**src/rtl/clkdiv_pkg.sv**
```systemverilog
package clkdiv_pkg;
    localparam int NDOM  = 6;
    localparam int D_PER = 0;
    localparam int D_LCD = 1;
    localparam int D_CPU = 2;
    localparam int D_DSP = 3;
    localparam int D_MMU = 4;
    localparam int D_BUS = 5;
endpackage

```
**src/rtl/ratio_repair.sv**
```systemverilog
module ratio_repair
    import clkdiv_pkg::*;
#(
    parameter int EXPW = 2
) (
    input  logic [NDOM*EXPW-1:0] raw_i,
    output logic [NDOM*EXPW-1:0] fix_o
);
    localparam logic [EXPW:0] ONE = 1;

    logic [EXPW:0] f [NDOM];

    always_comb begin
        for (int d = 0; d < NDOM; d++) begin
            f[d] = {1'b0, raw_i[d*EXPW +: EXPW]};
        end
        // step 1: translation clock within [dsp, dsp+1]
        if (f[D_MMU] < f[D_DSP]) f[D_MMU] = f[D_DSP];
        if (f[D_MMU] > f[D_DSP] + ONE) f[D_MMU] = f[D_DSP] + ONE;
        // step 2: bus no faster than processor or translation clock
        if (f[D_BUS] < f[D_CPU]) f[D_BUS] = f[D_CPU];
        if (f[D_BUS] < f[D_MMU]) f[D_BUS] = f[D_MMU];
        // step 3: LCD and peripheral no faster than bus
        if (f[D_LCD] < f[D_BUS]) f[D_LCD] = f[D_BUS];
        if (f[D_PER] < f[D_BUS]) f[D_PER] = f[D_BUS];
        for (int d = 0; d < NDOM; d++) begin
            fix_o[d*EXPW +: EXPW] = f[d][EXPW-1:0];
        end
    end
endmodule

```
**src/rtl/div_tick.sv**
```systemverilog
module div_tick #(
    parameter int EXPW = 2
) (
    input  logic            clk,
    input  logic            rst_n,
    input  logic [EXPW-1:0] exp_i,
    output logic            tick_o
);
    localparam int CW = (1 << EXPW) - 1;

    typedef struct packed {
        logic [CW-1:0]   cnt;
        logic [EXPW-1:0] act;
    } st_t;

    st_t           s_d, s_q;
    logic [CW-1:0] lim;

    always_comb begin
        lim    = {CW{1'b1}} >> (CW - int'(s_q.act));
        tick_o = (s_q.cnt == lim);
        s_d    = s_q;
        if (tick_o) begin
            s_d.cnt = '0;
            s_d.act = exp_i;   // new ratio only at period boundary
        end else begin
            s_d.cnt = s_q.cnt + CW'(1);
        end
    end

    always_ff @(posedge clk) begin
        if (!rst_n) s_q <= '0;
        else        s_q <= s_d;
    end
endmodule

```
**src/rtl/clkdiv_bank.sv**
```systemverilog
module clkdiv_bank
    import clkdiv_pkg::*;
#(
    parameter int EXPW   = 2,
    parameter int PASS_W = 4
) (
    input  logic                        clk,
    input  logic                        rst_n,
    input  logic                        wr_en,
    input  logic [NDOM*EXPW+PASS_W-1:0] wr_data,
    output logic [NDOM*EXPW+PASS_W-1:0] rd_data,
    output logic [NDOM-1:0]             tick
);
    localparam int FW = NDOM * EXPW;
    localparam int W  = FW + PASS_W;

    typedef struct packed {
        logic [W-1:0] ctl;
    } st_t;

    st_t            s_d, s_q;
    logic [FW-1:0]  fixed;

    ratio_repair #(.EXPW(EXPW)) u_fix (
        .raw_i (wr_data[FW-1:0]),
        .fix_o (fixed)
    );

    always_comb begin
        s_d = s_q;
        if (wr_en) s_d.ctl = {wr_data[W-1:FW], fixed};
        rd_data = s_q.ctl;
    end

    always_ff @(posedge clk) begin
        if (!rst_n) s_q <= '0;
        else        s_q <= s_d;
    end

    for (genvar d = 0; d < NDOM; d++) begin : g_dom
        div_tick #(.EXPW(EXPW)) u_tick (
            .clk    (clk),
            .rst_n  (rst_n),
            .exp_i  (s_q.ctl[d*EXPW +: EXPW]),
            .tick_o (tick[d])
        );
    end
endmodule

```
**config.mk**
```make
export PLATFORM = sky130hd
export DESIGN_NAME = clkdiv_bank
export DESIGN_NICKNAME = d
export VERILOG_FILES = /design/src/rtl/clkdiv_pkg.sv /design/src/rtl/ratio_repair.sv /design/src/rtl/div_tick.sv /design/src/rtl/clkdiv_bank.sv
export SDC_FILE = /design/constraint.sdc
export NUM_CORES = 1
export LEC_CHECK = 0
export CELL_PAD_IN_SITES_DETAIL_PLACEMENT = 0
export CELL_PAD_IN_SITES_GLOBAL_PLACEMENT = 2
export CORE_MARGIN = 8
export CORE_UTILIZATION = 40
export CTS_BUF_LIST = sky130_fd_sc_hd__clkbuf_4 sky130_fd_sc_hd__clkbuf_8
export DETAILED_ROUTE_END_ITERATION = 7
export DONT_BUFFER_PORTS = 1
export MAX_ROUTING_LAYER = met4
export PLACE_DENSITY = 0.92
export REMOVE_ABC_BUFFERS = 1
export SLEW_MARGIN = 30
export SYNTH_ARGS = -nofsm -noshare
export SYNTH_HDL_FRONTEND = slang
export SYNTH_SLANG_ARGS = --single-unit
export TNS_END_PERCENT = 30
```
**constraint.sdc**
```tcl
create_clock -name clk -period 5.5 [get_ports clk]
set_input_delay 0.825 -clock clk [delete_from_list [all_inputs] [get_ports clk]]
set_output_delay 0.825 -clock clk [all_outputs]
set_load 0.01 [all_outputs]
```
After elaboration in Yosys (flattened, before gate mapping)
Index checks and enable logic that the tools add are counted.

Memories kept: 0. Bits in read-only memories: 0. Bits in writable memories: 0. Logic and storage cells: 57. Register bits: 46. Latch bits: 0. Output and inout bits: 22.

Shift operators: 6. Div/mod/pow operators: 0. Bitwise logic cells: 1. Equal/unequal tests: 6. Add/subtract/negate cells: 13. Reduce and logical (&&, ||, !) cells: 6. Multiply operators: 0. Magnitude comparators: 6. Mux-type cells: 6.

Operator list (number): right shift 3 x 32 -> 3 bit (first input constant) (6); adder 3 x 1 -> 3 bit (second input constant) (6); == test 3 bit (6); subtractor 2 x 2 -> 3 bit (first input constant) (6); OR reduction 2 bit (6); < comparator 2 x 3 -> 1 bit (3); 2-to-1 mux 2 bit (4); 2-to-1 mux 3 bit (2); < comparator 2 bit (2); adder 2 x 1 -> 3 bit (second input constant) (1); > comparator 2 x 3 -> 1 bit (1); NOT 1 bit (1).

Depth between registers and ports, before layout
Gate-level depths: netlist (run 1).

Depth after elaboration: 8. Gate-level depth with buffers: 19.

Modules after synthesis
Synthesis (run 1) repeated with hierarchy kept, for this count alone.

Cell total of the unflattened synthesis: 347. Area total of the unflattened synthesis: 3119.2 um^2.

Modules (own cells, without submodules): div_tick (area an instance 345.3 um^2, sequential area each 100.1 um^2, times used 6, cells an instance 40); clkdiv_bank (area an instance 615.6 um^2, sequential area each 320.3 um^2, times used 1, cells an instance 51); ratio_repair (area an instance 431.7 um^2, sequential area each 0.0 um^2, times used 1, cells an instance 56).

Worst setup path before layout (run 1)
No wires, ideal clock.

Path type: input-to-reg. Start: input wr_data[7]. End: register s_q (netlist bit rd_data[3]). Data arrival time: 3936 ps. Setup slack: 1445 ps. Buffers on the path: 0. Stages on the path: 18. Cells stage by stage: inv_1 ha_1 nand2b_4 a2bb2oi_4 ha_1 a21oi_2 o21ai_4 o21ai_2 ha_1 nor2_1 a31oi_1 mux2_4 ha_1 or2_2 o41ai_1 a21o_2 o21ai_1 o21bai_2.

Cells in the longest elaborated chain, start to end: 8. Elaborated cells on any way between the ends: 9. Those cells by class: 1 x add/sub; 4 x order compare; 4 x mux.

RTL lines: start, declared (RTL line clkdiv_bank.sv:10) `input logic [NDOM*EXPW+PASS_W-1:0] wr_data,`; < comparator 2 bit (RTL line ratio_repair.sv:18) `if (f[D_MMU] < f[D_DSP]) f[D_MMU] = f[D_DSP];`; 2-to-1 mux 2 bit (RTL line ratio_repair.sv:18); > comparator 2 x 3 -> 1 bit (RTL line ratio_repair.sv:19) `if (f[D_MMU] > f[D_DSP] + ONE) f[D_MMU] = f[D_DSP] + ONE;`; 2-to-1 mux 3 bit (*) (RTL line ratio_repair.sv:19); < comparator 2 x 3 -> 1 bit (RTL line ratio_repair.sv:22) `if (f[D_BUS] < f[D_MMU]) f[D_BUS] = f[D_MMU];`; 2-to-1 mux 3 bit (*) (RTL line ratio_repair.sv:22); < comparator 2 x 3 -> 1 bit (RTL line ratio_repair.sv:24) `if (f[D_LCD] < f[D_BUS]) f[D_LCD] = f[D_BUS];`; 2-to-1 mux 2 bit (*) (RTL line ratio_repair.sv:24); end signal, assigned (RTL line clkdiv_bank.sv:36) `if (!rst_n) s_q <= '0;`; end signal, assigned (RTL line clkdiv_bank.sv:37) `else s_q <= s_d;`; end, declared (RTL line clkdiv_bank.sv:21) `st_t s_d, s_q;`.

Mark *: on every way between the ends. The rest lies on a longest branch, timed or not. A chain may end at the register's enable or synchronous reset.

Final worst setup path (run 1)
Same ends and word-level chain as after synthesis.

==> PnR_summary.wiki, run 1 <==
{| class="wikitable"
! Metric !! Value
|-
| Effective utilization at floorplan || 41.44%
|-
| Critical Path End Type || flop
|-
| Placement Cell Area || 2454 µm²
|-
| Clock latency of the later-clocked register in the worst-skew pair || 0.29 ns
|-
| Design area || 2537 µm²
|-
| Clock transition at the registers of the reported paths || 0.08 ns
|-
| Vias in the first global route || 1,627
|-
| Floorplan Core Area || 5921 µm²
|-
| Synth-to-Final Area Change || 3.416%
|-
| Cell type with the highest occurrence count on the critical path || sky130_fd_sc_hd__ha_1
|-
| Total track usage || 10.87%
|-
| Synthesized netlist cell count || 262
|-
| Total Power Consumption || 0.8756 mW
|-
| Number of setup buffers added after CTS || 0
|-
| Crit path max fanout || 5
|-
| Count of TritonRoute iterations in the first routing pass || 4
|-
| First-pass GRT wire length || 7541 µm
|-
| TritonCTS buffer count || 5
|-
| Setup tns final || 0 ns
|-
| Synth Warn # || 0
|-
| Floorplan die height || 94.32 µm
|-
| # nets final || 290
|-
| H-Tree Level Count || 2
|-
| Setup repair after global routing missed its margin || no
|-
| Leakage dissipation || 1.074 nW
|-
| Slowest cell on the critical path || sky130_fd_sc_hd__mux2_4
|-
| Placement row count || 28
|-
| Number of antenna repair diodes || 0
|-
| Fin Hold WS || 0.4648 ns
|-
| Via count normalized by instance count || 5.103
|-
| Peak Freq || 250.5 MHz
|-
| Largest net degree at the start of global routing || 46
|-
| Period utilisation layout || 72.57%
|-
| Areal power density over the cells || 345.1 nW/µm²
|-
| Cells traversed along the worst timing path || inv_1 -> ha_1 -> nand2b_4 -> a2bb2oi_4 -> ha_1 -> a21oi_2 -> o21ai_4 -> o21ai_2 -> ha_1 -> nor2_1 -> a31oi_1 -> mux2_4 -> ha_1 -> or2_2 -> o41ai_1 -> a21o_2 -> o21ai_1 -> o21bai_2
|-
| Total via count after detailed routing || 1,684
|-
| Die boundary width || 94.32 µm
|-
| Cell area after technology mapping || 2454 µm²
|-
| Share of cells above drive strength 1 || 12.94%
|-
| Data arrival time of the critical path || 4.18 ns
|-
| Required time worst endpoint || 5.69 ns
|-
| Root buf cell || sky130_fd_sc_hd__clkbuf_8
|-
| Average instance area after synthesis || 9.365 µm²
|-
| CTS Sinks || 46
|-
| Final min period || 3.992 ns
|-
| # Max-Cap Violations || 0
|-
| Result of the run || finished clean
|-
| Largest voltage drop on the vdd net || 0.0001135 V
|-
| Type of element launching the critical path || input pin
|-
| CP peak stage delay || 0.36 ns
|-
| Final-report setup violation count || 0
|-
| Number of storage elements in the synthesis netlist || 46
|-
| Transition time of the tightest slew-check pin || 0.2953 ns
|-
| # port buffers || 0
|-
| Number of DRC markers after the initial detailed-route iteration || 47
|-
| Clock tree from TritonCTS || yes
|-
| Count of boundary I/O pins || 41
|-
| Final hold vios || 0
|-
| Number of buffers inserted for hold repair after clock tree synthesis || 0
|-
| Die outline area || 8896 µm²
|-
| Final slew viol count || 0
|-
| CP delay by family, top || compound AO/OA/AOI/OAI gates
|-
| Count of buffering cells on the critical path with inverters included || 1
|-
| Normalized max-slew margin || 80.06%
|-
| Detail Placement HPWL || 3467 µm
|-
| Antenna Violating Nets Remaining || 0
|-
| Critical path type || in -> reg
|-
| DRC violation count after routing || 0
|-
| Total grt overflow || 0
|-
| CTS-repair resized insts || 0
|-
| Placer Congestion || 0.7359
|-
| Type of the tightest min-delay check || reg -> reg
|-
| Worst clock skew || 0.004950 ns
|-
| Antenna violations before repair || 0
|-
| Wire length reported by the detailed router || 4569 µm
|-
| Post-detailed-route wirelength per cell || 13.85 µm
|-
| Distinct cell type count after synthesis || 38
|-
| Maximum clock path buffer count || 2
|-
| Proportion of synthesized chip area in sequential cells || 37.53%
|}
==> sequential cells by signal, indices dropped and copies added, names as in the netlist <==
| name | cells |
|---|---|
| g_dom.u_tick.s_q | 30 |
| rd_data | 16 |
==> synth_stat cells <==
cell type / n / area share (%)
sky130_fd_sc_hd__a21o_2: 2 / 0.71
sky130_fd_sc_hd__a211oi_2: 1 / 0.51
sky130_fd_sc_hd__xnor2_1: 6 / 2.1
sky130_fd_sc_hd__o21bai_2: 2 / 0.92
sky130_fd_sc_hd__dfxtp_1: 46 / 38
sky130_fd_sc_hd__o21ai_1: 8 / 1.6
sky130_fd_sc_hd__o211ai_1: 1 / 0.31
sky130_fd_sc_hd__inv_2: 1 / 0.15
sky130_fd_sc_hd__nand3_1: 13 / 2.7
sky130_fd_sc_hd__inv_1: 15 / 2.3
sky130_fd_sc_hd__a2bb2oi_1: 2 / 0.71
sky130_fd_sc_hd__clkbuf_4: 1 / 0.31
sky130_fd_sc_hd__clkbuf_1: 5 / 0.76
sky130_fd_sc_hd__mux2_4: 1 / 0.61
sky130_fd_sc_hd__buf_4: 6 / 1.8
sky130_fd_sc_hd__a21oi_2: 8 / 2.9
sky130_fd_sc_hd__nor3_1: 14 / 2.9
sky130_fd_sc_hd__o21ai_2: 2 / 0.71
sky130_fd_sc_hd__a31oi_1: 1 / 0.26
sky130_fd_sc_hd__nor2_1: 20 / 3.1
sky130_fd_sc_hd__a21boi_1: 6 / 1.8
sky130_fd_sc_hd__a21boi_4: 1 / 0.76
sky130_fd_sc_hd__nor2b_4: 1 / 0.56
sky130_fd_sc_hd__or2_2: 2 / 0.51
sky130_fd_sc_hd__nor2b_2: 1 / 0.36
sky130_fd_sc_hd__o211a_1: 2 / 0.82
sky130_fd_sc_hd__nand2_1: 11 / 1.7
sky130_fd_sc_hd__o21ai_4: 1 / 0.66
sky130_fd_sc_hd__and3_1: 12 / 3.1
sky130_fd_sc_hd__a21oi_1: 3 / 0.61
sky130_fd_sc_hd__buf_6: 2 / 0.92
sky130_fd_sc_hd__ha_1: 16 / 8.2
sky130_fd_sc_hd__a2bb2oi_4: 1 / 1.1
sky130_fd_sc_hd__o21ai_0: 2 / 0.41
sky130_fd_sc_hd__o41ai_1: 2 / 0.71
sky130_fd_sc_hd__mux2i_1: 21 / 8.6
sky130_fd_sc_hd__nand2b_4: 2 / 1.1
sky130_fd_sc_hd__nor2b_1: 21 / 5.4
==> worst paths after layout <==
check	from	end	slack, ns	cells after the start
worst min register to register	g_dom[5].u_tick.s_q[2]	g_dom[5].u_tick.s_q[2]	0.46	1
worst max-delay path	wr_data[7]	rd_data[3]	1.51	18
worst max register to register	g_dom[4].u_tick.s_q[3]	g_dom[4].u_tick.s_q[1]	4.10	6
worst min-delay path	g_dom[5].u_tick.s_q[2]	g_dom[5].u_tick.s_q[2]	0.46	1
==> routing by layer <==
| layer | vias up | track usage, % | share of wire, % |
|---|---|---|---|
| met5 | - | - | 0 |
| met4 | 0 | 4.359 | 1.6 |
| met3 | 6 | 4.077 | 6.5 |
| met2 | 32 | 16.28 | 45 |
| met1 | 759 | 12.78 | 47 |
| li1 | 887 | - | - |
==> kinds of logic (layout without fill, tap and decap cells) <==
kind of cell	Yosys count	count (layout)	share of synthesized area [%]
flip-flops	46	46	37.53
AO/OA/AOI/OAI	45	45	15.50
buffers and inverters	30	23	6.272
AND/OR/NAND/NOR	97	97	21.21
adder cells (fa/ha/maj)	16	16	8.159
multiplexers	22	22	9.179
XOR/XNOR	6	6	2.142
==> placed cells by master (no fill, tap or decap), types with 3 or more instances in the layout <==
| master | synthesis | final |
|---|---|---|
| sky130_fd_sc_hd__nor3_1 | 14 | 14 |
| sky130_fd_sc_hd__nor2_1 | 20 | 20 |
| sky130_fd_sc_hd__inv_1 | 15 | 15 |
| sky130_fd_sc_hd__clkbuf_8 | 0 | 5 |
| sky130_fd_sc_hd__xnor2_1 | 6 | 6 |
| sky130_fd_sc_hd__dfxtp_1 | 46 | 46 |
| sky130_fd_sc_hd__nor2b_1 | 21 | 21 |
| sky130_fd_sc_hd__nand2_1 | 11 | 11 |
| sky130_fd_sc_hd__ha_1 | 16 | 16 |
| sky130_fd_sc_hd__nand3_1 | 13 | 13 |
| sky130_fd_sc_hd__a21boi_1 | 6 | 6 |
| sky130_fd_sc_hd__a21oi_2 | 8 | 8 |
| sky130_fd_sc_hd__mux2i_1 | 21 | 21 |
| sky130_fd_sc_hd__and3_1 | 12 | 12 |
| sky130_fd_sc_hd__a21oi_1 | 3 | 3 |
| sky130_fd_sc_hd__o21ai_1 | 8 | 8 |
==> power breakdown <==
group | leakage, nW | total, mW | internal (mW) | switching [mW]
logic | 0.652 | 0.257 | 0.119 | 0.138
clock network | 0.0452 | 0.200 | 0.0975 | 0.103
registers | 0.377 | 0.418 | 0.373 | 0.0445
total | 1.07 | 0.876 | 0.590 | 0.286
==> metrics by stage <==
step                worst slack (ns)  std cells  utilization (%)
floorplan                      1.445        248                -
global placement               1.289        323            41.44
detailed placement             1.182        323            41.44
CTS                            1.500        330            42.86
global route                   1.295        330            42.86
finish                         1.508        330            42.86
==> final cells by class <==
type | instances | area [µm²]
sequential | 46 | 920.9
tap | 75 | 93.84
multi-input combinational | 186 | 1379
inverter | 16 | 60.06
fill | 596 | 3383
clock buffer | 7 | 83.83
No activity file was read; power rests on OpenSTA's default activity.
==> run 2: changes to the inputs <==
==> constraint.sdc (replaced) <==
create_clock -name clk -period 4.03 [get_ports clk]
set_input_delay 0.6045 -clock clk [delete_from_list [all_inputs] [get_ports clk]]
set_output_delay 0.6045 -clock clk [all_outputs]
set_load 0.01 [all_outputs]
==> PnR_summary.wiki, run 2 (synthesis results as in run 1) <==
{| class="wikitable"
! Metric !! Value
|-
| Clock latency of the later-clocked register in the worst-skew pair || 0.30 ns (about the same)
|-
| Largest voltage drop on the vdd net || 0.0001999 V (+76%)
|-
| H-Tree Level Count || 2 (unchanged)
|-
| Required time worst endpoint || 4.22 ns (-1.47 ns)
|-
| CTS Sinks || 46 (unchanged)
|-
| Number of DRC markers after the initial detailed-route iteration || 47 (unchanged)
|-
| Fin Hold WS || 0.3919 ns (-0.07287 ns)
|-
| Register with the highest flop count || g_dom.u_tick.s_q
|-
| Transition time of the tightest slew-check pin || 0.3011 ns (+0.005793 ns)
|-
| # placed instances || 325 (+0.62%)
|-
| Layout filler cell count || 572 (-4.0%)
|-
| Number of setup buffers added after CTS || 0 (unchanged)
|-
| Pre-CTS setup slack || 0.07204 ns (-1.110 ns)
|-
| Timing startpoint of the critical path || wr_data[7]
|-
| DRC violation count after routing || 0 (unchanged)
|-
| Total via count after detailed routing || 1,716 (+1.9%)
|-
| # Max-Cap Violations || 0 (unchanged)
|-
| Final Non-Filler Cells || 333 (+0.91%)
|-
| Number of buffers inserted for hold repair after clock tree synthesis || 0 (unchanged)
|-
| Die boundary width || 94.32 µm (unchanged)
|-
| Leakage dissipation || 1.086 nW (+1.1%)
|-
| Synth-to-Final Area Change || 4.488%
|-
| Result of the run || finished clean
|-
| Crit path max fanout || 5 (unchanged)
|-
| Share of cells above drive strength 1 || 13.95% (+1.0 points)
|-
| Number of antenna repair diodes || 0 (unchanged)
|-
| Worst clock skew || 0.004685 ns (-0.0002652 ns)
|-
| Floorplan Core Area || 5921 µm² (unchanged)
|-
| Normalized max-slew margin || 79.93% (-0.13 points)
|-
| Clock tree from TritonCTS || yes
|-
| Areal power density over the cells || 472.9 nW/µm² (+37%)
|-
| Die outline area || 8896 µm² (unchanged)
|-
| Floorplan die height || 94.32 µm (unchanged)
|-
| Total track usage || 10.96% (+0.093 points)
|-
| Final slew viol count || 0 (unchanged)
|-
| Min-Delay Startpoint || wr_en
|-
| TritonCTS buffer count || 5 (unchanged)
|-
| Setup repair after global routing missed its margin || no
|-
| Total grt overflow || 0 (unchanged)
|-
| Most used cells in the layout excluding fill and tap cells || sky130_fd_sc_hd__dfxtp_1, sky130_fd_sc_hd__mux2i_1, sky130_fd_sc_hd__nor2b_1
|-
| Commonest non-fill, non-tap cell in the layout || sky130_fd_sc_hd__dfxtp_1
|-
| Final min period || 3.628 ns
|-
| Critical Path End Type || flop
|-
| Count of boundary I/O pins || 41 (unchanged)
|-
| Largest net degree at the start of global routing || 46 (unchanged)
|-
| Flip-flop count of the largest register, all copies and words added || 30 (unchanged)
|-
| Placement row count || 28 (unchanged)
|-
| Via count normalized by instance count || 5.153 (+0.98%)
|-
| Total Power Consumption || 1.212 mW (+38%)
|-
| Peak Freq || 275.6 MHz
|-
| Data arrival time of the critical path || 3.82 ns (-0.36 ns)
|-
| First-pass GRT wire length || 7521 µm (-0.27%)
|-
| Reg-to-Reg Start || g_dom[4].u_tick.s_q[3]
|-
| Placer Congestion || 0.7583 (+3.0%)
|-
| CTS-repair resized insts || 0 (unchanged)
|-
| Maximum clock path buffer count || 2 (unchanged)
|-
| Count of TritonRoute iterations in the first routing pass || 4 (unchanged)
|-
| Type of the tightest min-delay check || in -> reg
|-
| Detail Placement HPWL || 3364 µm (-2.9%)
|-
| Smallest setup slack after layout || 0.4021 ns (-1.106 ns)
|-
| Antenna Violating Nets Remaining || 0 (unchanged)
|-
| Clock transition at the registers of the reported paths || 0.09 ns (about the same)
|-
| Setup tns final || 0 ns (unchanged)
|-
| # port buffers || 0 (unchanged)
|-
| Wire length reported by the detailed router || 4463 µm (-2.3%)
|-
| Type of element launching the critical path || input pin
|-
| Critical path type || in -> reg
|-
| Antenna violations before repair || 0 (unchanged)
|-
| Root buf cell || sky130_fd_sc_hd__clkbuf_8
|-
| Vias in the first global route || 1,629 (+0.12%)
|-
| # nets final || 292 (+0.69%)
|-
| Final hold vios || 0 (unchanged)
|-
| Period utilisation layout || 90.02%
|-
| Post-detailed-route wirelength per cell || 13.40 µm (-3.2%)
|-
| Effective utilization at floorplan || 41.44% (unchanged)
|-
| Final-report setup violation count || 0 (unchanged)
|}
## run 2: cell types whose count changed in the layout (fill, tap and decap cells not counted), sizes merged
cell      previous run  this run
clkinv               0         1
clkinvlp             0         1
buf                  0         2
clkbuf               7         6
## run 2: path summary, 6_finish.rpt
path	cells after the start	slack (ns)	to
min	1	0.39	rd_data[0]
min reg2reg	1	0.46	g_dom[4].u_tick.s_q[2]
max reg2reg	6	2.62	g_dom[4].u_tick.s_q[0]
max	18	0.40	rd_data[3]
## run 2: worst max-delay path, cell delays in order
cell and delay, ns:
sky130_fd_sc_hd__inv_1 0.04, sky130_fd_sc_hd__ha_1 0.23, sky130_fd_sc_hd__nand2b_4 0.16, sky130_fd_sc_hd__a2bb2oi_4 0.12, sky130_fd_sc_hd__ha_1 0.24, sky130_fd_sc_hd__a21oi_2 0.20, sky130_fd_sc_hd__o21ai_4 0.11, sky130_fd_sc_hd__o21ai_2 0.18
sky130_fd_sc_hd__ha_1 0.28, sky130_fd_sc_hd__nor2_1 0.09, sky130_fd_sc_hd__a31oi_1 0.19, sky130_fd_sc_hd__mux2_4 0.36, sky130_fd_sc_hd__ha_1 0.27, sky130_fd_sc_hd__or2_2 0.30, sky130_fd_sc_hd__o41ai_1 0.07, sky130_fd_sc_hd__a21o_2 0.15
sky130_fd_sc_hd__o21ai_1 0.06, sky130_fd_sc_hd__o21bai_2 0.17
## run 2: metal layers
metal | track usage (%) | routed length (µm)
met5 | - | 0
met1 | 12.53 | 2079
met2 | 16.28 | 1913
met4 | 5.945 | 95
met3 | 3.997 | 375
## run 2: layout make-up
cell class                      count  area (µm²)  area share [%]
Inverter                           16       60.06           2.343
Sequential cell                    46       920.9           35.92
Clock buffer                        6       82.58           3.221
Tap cell                           75       93.84           3.660
Clock inverter                      2       12.51          0.4880
Timing Repair Buffer                2       15.01          0.5857
Multi-Input combinational cell    186        1379           53.78
## run 2: power breakdown
group / internal [mW] / switching [mW] / total (mW)
sequential: 0.510 / 0.0612 / 0.571
clock: 0.138 / 0.152 / 0.290
combinational: 0.166 / 0.186 / 0.352
## run 2: stage by stage
step / area [µm²] / util [%]
after floorplan: 2360 / -
after global placement: 2469 / 41.69
after detailed placement: 2469 / 41.69
after CTS: 2564 / 43.30
after global routing: 2564 / 43.30
final: 2564 / 43.30
